File: src/rtl/uctx_pkg.sv
// Shared constants and rate arithmetic for the coded-rate serial transmitter.
// Assumes the clock period is given in whole nanoseconds and is at least 1.
package uctx_pkg;

    localparam int RATE_COUNT = 13;
    localparam int FRAME_BITS = 10;

    // Baud rate selected by a rate code; codes past the table give 0.
    function automatic longint unsigned rate_baud(input int code);
        case (code)
            0:       return 64'd1200;
            1:       return 64'd2400;
            2:       return 64'd4800;
            3:       return 64'd9600;
            4:       return 64'd19200;
            5:       return 64'd38400;
            6:       return 64'd57600;
            7:       return 64'd115200;
            8:       return 64'd230400;
            9:       return 64'd460800;
            10:      return 64'd921600;
            11:      return 64'd1000000;
            default: return (code == 12) ? 64'd2000000 : 64'd0;
        endcase
    endfunction

    // Clocks per bit, rounded half up: floor((floor(2e9/(P*B)) + 1) / 2).
    function automatic longint unsigned bit_clocks(input int code, input int period_ns);
        longint unsigned denom;
        denom = rate_baud(code) * longint'(period_ns);
        if (denom == 0) return 64'd1;
        return (64'd2000000000 / denom + 64'd1) / 64'd2;
    endfunction

endpackage

File: src/rtl/uctx_rate_latch.sv
// Rate selection: holds the active rate code and presents its clocks-per-bit.
// The code is sampled only on the edge where enable rises; out-of-range codes
// fall back to DEFAULT_CODE. Assumes DEFAULT_CODE is within the rate table.
module uctx_rate_latch #(
    parameter int CLK_PERIOD_NS = 20,
    parameter int DEFAULT_CODE  = 2,
    parameter int CNT_W         = 16
) (
    input  logic             clk,
    input  logic             rst_n,
    input  logic             enable,
    input  logic [3:0]       rate_code,
    output logic [CNT_W-1:0] bit_len
);
    import uctx_pkg::*;

    localparam logic [3:0] DEF_CODE = 4'(DEFAULT_CODE);

    logic [CNT_W-1:0] len_tbl [RATE_COUNT];
    logic [3:0]       code_q;
    logic             en_q;

    // One constant clocks-per-bit value per rate code.
    for (genvar g = 0; g < RATE_COUNT; g++) begin : g_rate
        assign len_tbl[g] = CNT_W'(bit_clocks(g, CLK_PERIOD_NS));
    end

    // Track enable and capture the code on its rising edge.
    always_ff @(posedge clk) begin
        if (!rst_n) begin
            en_q   <= 1'b0;
            code_q <= DEF_CODE;
        end else begin
            en_q <= enable;
            if (enable && !en_q) begin
                code_q <= (int'(rate_code) < RATE_COUNT) ? rate_code : DEF_CODE;
            end
        end
    end

    // Select the table entry for the held code.
    always_comb begin
        bit_len = len_tbl[DEFAULT_CODE];
        for (int i = 0; i < RATE_COUNT; i++) begin
            if (code_q == 4'(i)) bit_len = len_tbl[i];
        end
    end

endmodule

File: src/rtl/uctx_shifter.sv
// Frame serializer: loads start/data/stop into a shift register and moves it
// out one bit every span clocks. The span is frozen at load so a later rate
// change cannot disturb a frame in flight. Assumes load_len is at least 1.
module uctx_shifter #(
    parameter int CNT_W = 16
) (
    input  logic             clk,
    input  logic             rst_n,
    input  logic             load,
    input  logic [7:0]       load_byte,
    input  logic [CNT_W-1:0] load_len,
    output logic             busy,
    output logic             txd
);
    import uctx_pkg::*;

    localparam int IDX_W = $clog2(FRAME_BITS);
    localparam logic [IDX_W-1:0] LAST_IDX = IDX_W'(FRAME_BITS - 1);

    logic [FRAME_BITS-1:0] frame;
    logic [IDX_W-1:0]      bit_idx;
    logic [CNT_W-1:0]      cnt;
    logic [CNT_W-1:0]      span;

    // Load a frame, then count clocks per bit and shift on each bit boundary.
    always_ff @(posedge clk) begin
        if (!rst_n) begin
            frame   <= '1;
            bit_idx <= '0;
            cnt     <= '0;
            span    <= '0;
            busy    <= 1'b0;
        end else if (load && !busy) begin
            frame   <= {1'b1, load_byte, 1'b0};
            span    <= load_len;
            cnt     <= '0;
            bit_idx <= '0;
            busy    <= 1'b1;
        end else if (busy) begin
            if (cnt == span - CNT_W'(1)) begin
                cnt   <= '0;
                frame <= {1'b1, frame[FRAME_BITS-1:1]};
                if (bit_idx == LAST_IDX) busy <= 1'b0;
                else                     bit_idx <= bit_idx + 1'b1;
            end else begin
                cnt <= cnt + 1'b1;
            end
        end
    end

    // The line is the low bit of the frame register; it rests at all ones.
    assign txd = frame[0];

endmodule

File: src/rtl/coded_rate_uart_tx.sv
// Coded-rate serial byte transmitter top. Takes bytes on a valid/ready input,
// sends them as 8N1 frames, drains and drops input while disabled.
// Assumes synchronous active-low reset and a clock of CLK_PERIOD_NS.
module coded_rate_uart_tx #(
    parameter int CLK_PERIOD_NS = 20,
    parameter int DEFAULT_CODE  = 2
) (
    input  logic       clk,
    input  logic       rst_n,
    input  logic       enable,
    input  logic [3:0] rate_code,
    input  logic       s_valid,
    output logic       s_ready,
    input  logic [7:0] s_data,
    output logic       txd
);
    import uctx_pkg::*;

    localparam int CNT_W = $clog2(bit_clocks(0, CLK_PERIOD_NS) + 1);

    logic [CNT_W-1:0] bit_len;
    logic             busy;
    logic             run_q;
    logic             accept;

    // Hold ready low until reset has been released.
    always_ff @(posedge clk) begin
        if (!rst_n) run_q <= 1'b0;
        else        run_q <= 1'b1;
    end

    assign s_ready = run_q && !busy;
    assign accept  = s_valid && s_ready;

    uctx_rate_latch #(
        .CLK_PERIOD_NS (CLK_PERIOD_NS),
        .DEFAULT_CODE  (DEFAULT_CODE),
        .CNT_W         (CNT_W)
    ) i_rate (
        .clk       (clk),
        .rst_n     (rst_n),
        .enable    (enable),
        .rate_code (rate_code),
        .bit_len   (bit_len)
    );

    uctx_shifter #(
        .CNT_W (CNT_W)
    ) i_shift (
        .clk       (clk),
        .rst_n     (rst_n),
        .load      (accept && enable),
        .load_byte (s_data),
        .load_len  (bit_len),
        .busy      (busy),
        .txd       (txd)
    );

endmodule

File: config.mk
export PLATFORM = sky130hd
export DESIGN_NAME = coded_rate_uart_tx
export DESIGN_NICKNAME = d
export VERILOG_FILES = /design/src/rtl/uctx_pkg.sv /design/src/rtl/uctx_rate_latch.sv /design/src/rtl/uctx_shifter.sv /design/src/rtl/coded_rate_uart_tx.sv
export SDC_FILE = /design/constraint.sdc
export NUM_CORES = 1
export LEC_CHECK = 0
export BUFFER_PORTS_ARGS = -buffer_cell sky130_fd_sc_hd__buf_2
export CORE_ASPECT_RATIO = 1.4
export CORE_MARGIN = 4
export CORE_UTILIZATION = 42
export DETAILED_ROUTE_END_ITERATION = 7
export GPL_TIMING_DRIVEN = 0
export PLACE_DENSITY_LB_ADDON = 0.15
export SYNTH_ARGS = -nofsm -noshare
export SYNTH_HDL_FRONTEND = slang
export SYNTH_SLANG_ARGS = --single-unit
File: constraint.sdc
create_clock -name clk -period 4.2 [get_ports clk]
set_input_delay 0.84 -clock clk [delete_from_list [all_inputs] [get_ports clk]]
set_output_delay 0.84 -clock clk [all_outputs]
set_load 0.02 [all_outputs]
Word-level counts from Yosys, hierarchy flattened
Index checks and enable logic that the tools add are counted. W data, S select, Z words.

Output and inout port bits: 2. Flip-flop bits (word level): 52.

Equal/unequal tests: 14. $lt $le $gt $ge: 1. Add/sub/neg operators: 3. Reductions and logical operators: 13. Mux-type cells: 23. Bitwise logic cells: 2.

Operators with widths (number): $mux W16 (14); $mux W9 (3); $eq A4 B4 Y1 const B (6); $add A16 B1 Y16 const B (1); $eq A16 B16 Y1 (1); $eq A4 B3 Y1 const B (4); $sub A16 B1 Y16 const B (1); $eq A4 B2 Y1 const B (2); $logic_and A1 B1 Y1 (5); $mux W1 (5); $add A4 B1 Y4 const B (1); $eq A4 B1 Y1 const B (1); $logic_not A4 Y1 (1); $lt A4 B4 Y1 const B (1); $mux W4 (1); $reduce_bool A2 Y1 (2); $reduce_and A3 Y1 (1); $logic_not A1 Y1 (2); $not A1 Y1 (2); $reduce_and A2 Y1 (1); $reduce_or A2 Y1 (1).

Logic depth before layout (Yosys ltp)
Depth after elaboration: 14. Gate-level depth with buffers: 10. Gate-level depth less buffers: 9.

Cells and area by module
From an unflattened synthesis, not the netlist that was laid out.

Cell total of the unflattened synthesis: 392. Area total of the unflattened synthesis: 3254.4 um^2.

Modules (own cells, without submodules): uctx_shifter (area an instance 2742.6 um^2, seq. area each 920.9 um^2, cells each 319, times used 1); uctx_rate_latch (area an instance 473.0 um^2, seq. area each 100.1 um^2, cells each 70, times used 1); coded_rate_uart_tx (area an instance 38.8 um^2, seq. area each 20.0 um^2, cells each 3, times used 1).

Least setup slack after synthesis
No wires, ideal clock.

Path kind: reg-to-reg. Start point: register i_shift.span[0]. End point: register i_shift.cnt[2]. Clock period less this slack: 2.609 ns. Slack: 1.591 ns. Buffers on the path: 1. Arrival: 2.534 ns. Library setup time: 0.075 ns. Cell stages (with the launch flop): 11. Path through: dfxtp_1 > inv_1 > ha_1 > or4b_2 > o31ai_1 > a21oi_1 > nor3_1 > nor4_2 > buf_4 > or3b_2 > a31oi_1.

Longest elaborated chain between the ends: 3.

Ends and longest elaborated chain: from (decl) (RTL line uctx_shifter.sv:23) `logic [CNT_W-1:0] span;`; from (signal assigned) (RTL line uctx_shifter.sv:35) `span <= load_len;`; $sub A16 B1 Y16 (RTL line uctx_shifter.sv:40) `if (cnt == span - CNT_W'(1)) begin`; $eq A16 B16 Y1 (RTL line uctx_shifter.sv:40); $mux W16 (RTL line uctx_shifter.sv:40); to (signal assigned) (RTL line uctx_shifter.sv:46) `cnt <= cnt + 1'b1;`; to (decl) (RTL line uctx_shifter.sv:22) `logic [CNT_W-1:0] cnt;`.

Every way passes these cells. A chain may end at the register's enable or synchronous reset.

Worst setup path in the final report
Start point: register i_shift.span[3]. End point: register i_shift.frame[0].

Longest elaborated chain between the ends: 4.

Ends and longest elaborated chain: $sub A16 B1 Y16 (RTL line uctx_shifter.sv:40); $eq A16 B16 Y1 (RTL line uctx_shifter.sv:40); $reduce_bool A2 Y1 (no source line); $reduce_and A2 Y1 (no source line); to (signal assigned) (RTL line uctx_shifter.sv:34) `frame <= {1'b1, load_byte, 1'b0};`; to (signal assigned) (RTL line uctx_shifter.sv:42) `frame <= {1'b1, frame[FRAME_BITS-1:1]};`; to (decl) (RTL line uctx_shifter.sv:20) `logic [FRAME_BITS-1:0] frame;`.

Every way passes these cells.

==> run metrics <==
Worst-path clk slew ~0.1 ns; DR vias/cell between 5 and 6; Hold Crit Depth 2; initial antenna violation count 0; number of synthesized flops with an enable pin 0; Arr. time, crit path approximately 3.2 ns; DRC 0; number of diodes 0; TritonCTS clock tree done; CTS buffer count 5; Fin. Hold Viols 0; R2R depth 10; Die Span Y ~110 um; Critical R2R Launch i_shift.span[3]; CP max stage delay 0.43 ns; DP HPWL ~5600 um; Logic pwr share 0.154; Max FO, Critical Path 10; Reg-to-Reg End i_shift.frame[0]; syn nets 400; Crit. End Element register; CTS Root Cell clkbuf_8; Layout area overhead 10.27%; dominant synthesized flop cell dfxtp_1; TNS Setup 0 ns; post-synthesis sequential area ratio 0.3352; IO Pins 18; placed cells between 400 and 500; post_cts resized 0; length of the first detailed-routing pass in iterations 4; r2r setup slk about 1.2 ns; largest net degree at the start of global routing 18; Final ANT Viol Nets 0; Reg power frac 0.496; reported leakage power approximately 1.3 nW; clock share of power 0.350; Final setup viols 0; Initial Utilization 0.4391; synthesis-stage register bit count 52; Fin Hold WS slightly below 0.5 ns; I/O Buffers 17; synthesized area per cell slightly above 8 um2; wire length per cell 15.01 um; Non-Filler Instances 500; core footprint approximately 7100 um2; crit-path most repeated cell clkbuf_1; CP Class reg -> reg; # Post-CTS Setup Buffers 0; Final Cell Area between 3000 and 4000 um2; startpoint types register; Nets roughly 420; GRT Total Usage 0.1856; overall power 1.042 mW; via count of the routed design approximately 2800; outcome completed; Worst Tran Pin Value 0.7610 ns; Cell Chain, Critical Path clkbuf_1 -> or4_1 -> clkbuf_1 -> a22o_1 -> a2111oi_0 -> nand4_1 -> nor4_2 -> buf_4 -> and2_1 -> o211ai_1; FFs w/ async S/R, synth 0; period utilization 0.7105; final WL between 7000 and 8000 um; Worst Setup SP i_shift.span[3]; Final Max Tran Viols 0; Finished Core Util 0.4843; Cell Area, Synth a little over 3000 um2; num rows 36; Max Clock Skew ~0.011 ns; GPL Wtd Cong 0.9480; first-pass GRT wire length approximately 13000 um; CP bufs+invs 3; vias in the first global route between 2000 and 3000; Placed Area around 3300 um2; H-tree level count 2; Worst EP required approximately 4.4 ns; initial DRC count 192; sw frac 0.2786; Rel. slew slack 0.4880; pwr dens 304.3 nW/um2; Final WS setup roughly 1.2 ns; Post-Place Setup Slack ~1.3 ns; max_cap viols 0; fmax ~340 MHz; peak supply drop 0.2335 mV; Synth cell types between 50 and 60; delay-heaviest family, CP simple AND/OR/NAND/NOR gates; die width ~81 um; CTS max path bufs 2; NetSw between 200 and 300 uW; worst skew pair latency 0.32 ns; Hold EP i_shift.frame[0]; Worst path slowest cell or4_1; Ys Warns 0; RSZ-0062 raised after global routing false; layout cells sized above 1 0.1160; hold path start i_shift.frame[0]; Tmin final 2.984 ns; Cells after Synth between 300 and 400; hold buffer count at cts 0; Int Pwr between 700 and 800 uW; hold crit path type reg -> reg; GRT overflow 0; Sink Count 52; die footprint just under 9000 um2
==> cell usage after synthesis, types with 3 or more instances <==
cell,instances,area share
nor2b_1,14,0.028
nor3b_1,16,0.039
nand2b_1,13,0.026
xor2_1,19,0.054
and3_1,5,0.010
nand2_1,22,0.027
nand4_1,6,0.012
or2_2,6,0.012
or3b_2,3,0.0085
nor4_1,8,0.016
ha_1,4,0.016
clkbuf_1,22,0.027
nand3_1,17,0.027
a221oi_1,3,0.0085
nor3_1,9,0.015
a31oi_1,4,0.0081
xnor2_1,12,0.034
dfxtp_1,52,0.34
nand3b_1,6,0.015
o211ai_1,3,0.0073
a211oi_1,12,0.029
mux2i_1,5,0.016
o31ai_1,3,0.0073
o21ai_0,6,0.0097
inv_1,8,0.0097
buf_2,5,0.0081
a21boi_0,6,0.015
and4b_1,4,0.013
nor2_1,28,0.034
a21oi_1,20,0.032
==> final cells by class <==
type                            instances  area (um2)
Sequential cell                        52        1041
Inverter                                8       30.03
Clock inverter                          3       46.29
Tap cell                               95       118.9
Fill cell                             710        3647
Multi-Input combinational cell        290        1908
Clock buffer                            5       68.82
Buffer                                 30       126.4
Timing Repair Buffer                   17       85.08
==> layout by cell type, fill, tap and decap left out, types with 3 or more instances in the layout <==
cell and n:
ha_1 4, nor2b_1 14, o31ai_1 3, clkbuf_8 5, a221oi_1 3, a21oi_1 20
nor3_1 9, and4b_1 4, or3b_2 3, nand3_1 17, dfxtp_1 52, a211oi_1 12
o211ai_1 3, nor3b_1 16, a21boi_0 6, xor2_1 19, mux2i_1 5, nand2b_1 13
buf_2 22, a31oi_1 4, nand4_1 6, o21ai_0 6, nand3b_1 6, inv_1 8
nor2_1 28, and3_1 5, nand2_1 22, clkbuf_1 22, xnor2_1 12, nor4_1 8
or2_2 6
==> cell families (layout without fill, tap and decap cells) <==
family,Yosys count,in the layout,share of synthesized area
AO/OA/AOI/OAI,79,79,0.1749
XOR/XNOR,31,31,0.08743
adder cells (fa/ha/maj),4,4,0.01612
buffers and inverters,38,63,0.05036
flip-flops,52,52,0.3352
multiplexers,6,6,0.01974
AND/OR/NAND/NOR,170,170,0.3163
==> layer usage <==
layer / vias up / GRT usage / part of all wire
met1: 1309 / 0.2109 / 0.44
met2: 43 / 0.3442 / 0.52
met5: - / 0 / 0
li1: 1412 / - / -
met3: 10 / 0.03525 / 0.025
met4: 0 / 0.05918 / 0.015
==> worst max path at each step <==
| stage | to | cells after the start |
|---|---|---|
| 6_report | i_shift.frame[0] | 10 |
| 5_1_grt | i_shift.frame[0] | 10 |
| 4_1_cts | i_shift.frame[0] | 10 |
| 3_5_place_dp | i_shift.cnt[2] | 10 |
| 3_3_place_gp | i_shift.frame[0] | 10 |
| 2_1_floorplan | i_shift.cnt[2] | 10 |
==> state kept, by name (all words and copies together) (netlist names) <==
name / cells
i_shift.cnt: 16
i_shift.span: 16
i_shift.frame: 9
i_rate.code_q: 4
i_shift.bit_idx: 4
i_rate.en_q: 1
i_shift.busy: 1
run_q: 1
==> worst register-to-register path, stage by stage (launching register included) <==
cell       delay [ns]
dfxtp_1          0.31
clkbuf_1         0.19
or4_1            0.43
clkbuf_1         0.19
a22o_1           0.23
a2111oi_0        0.41
nand4_1          0.18
nor4_2           0.34
buf_4            0.24
and2_1           0.22
o211ai_1         0.12
==> power by group through the flow <==
stage               clock network [mW]  registers (mW)  logic (mW)
floorplan                            0           0.525       0.120
global placement                     0           0.528       0.158
detailed placement                   0           0.528       0.160
CTS                              0.373           0.517       0.160
global route                     0.391           0.519       0.181
finish                           0.365           0.517       0.161
Power figures use the tool's default switching activity.
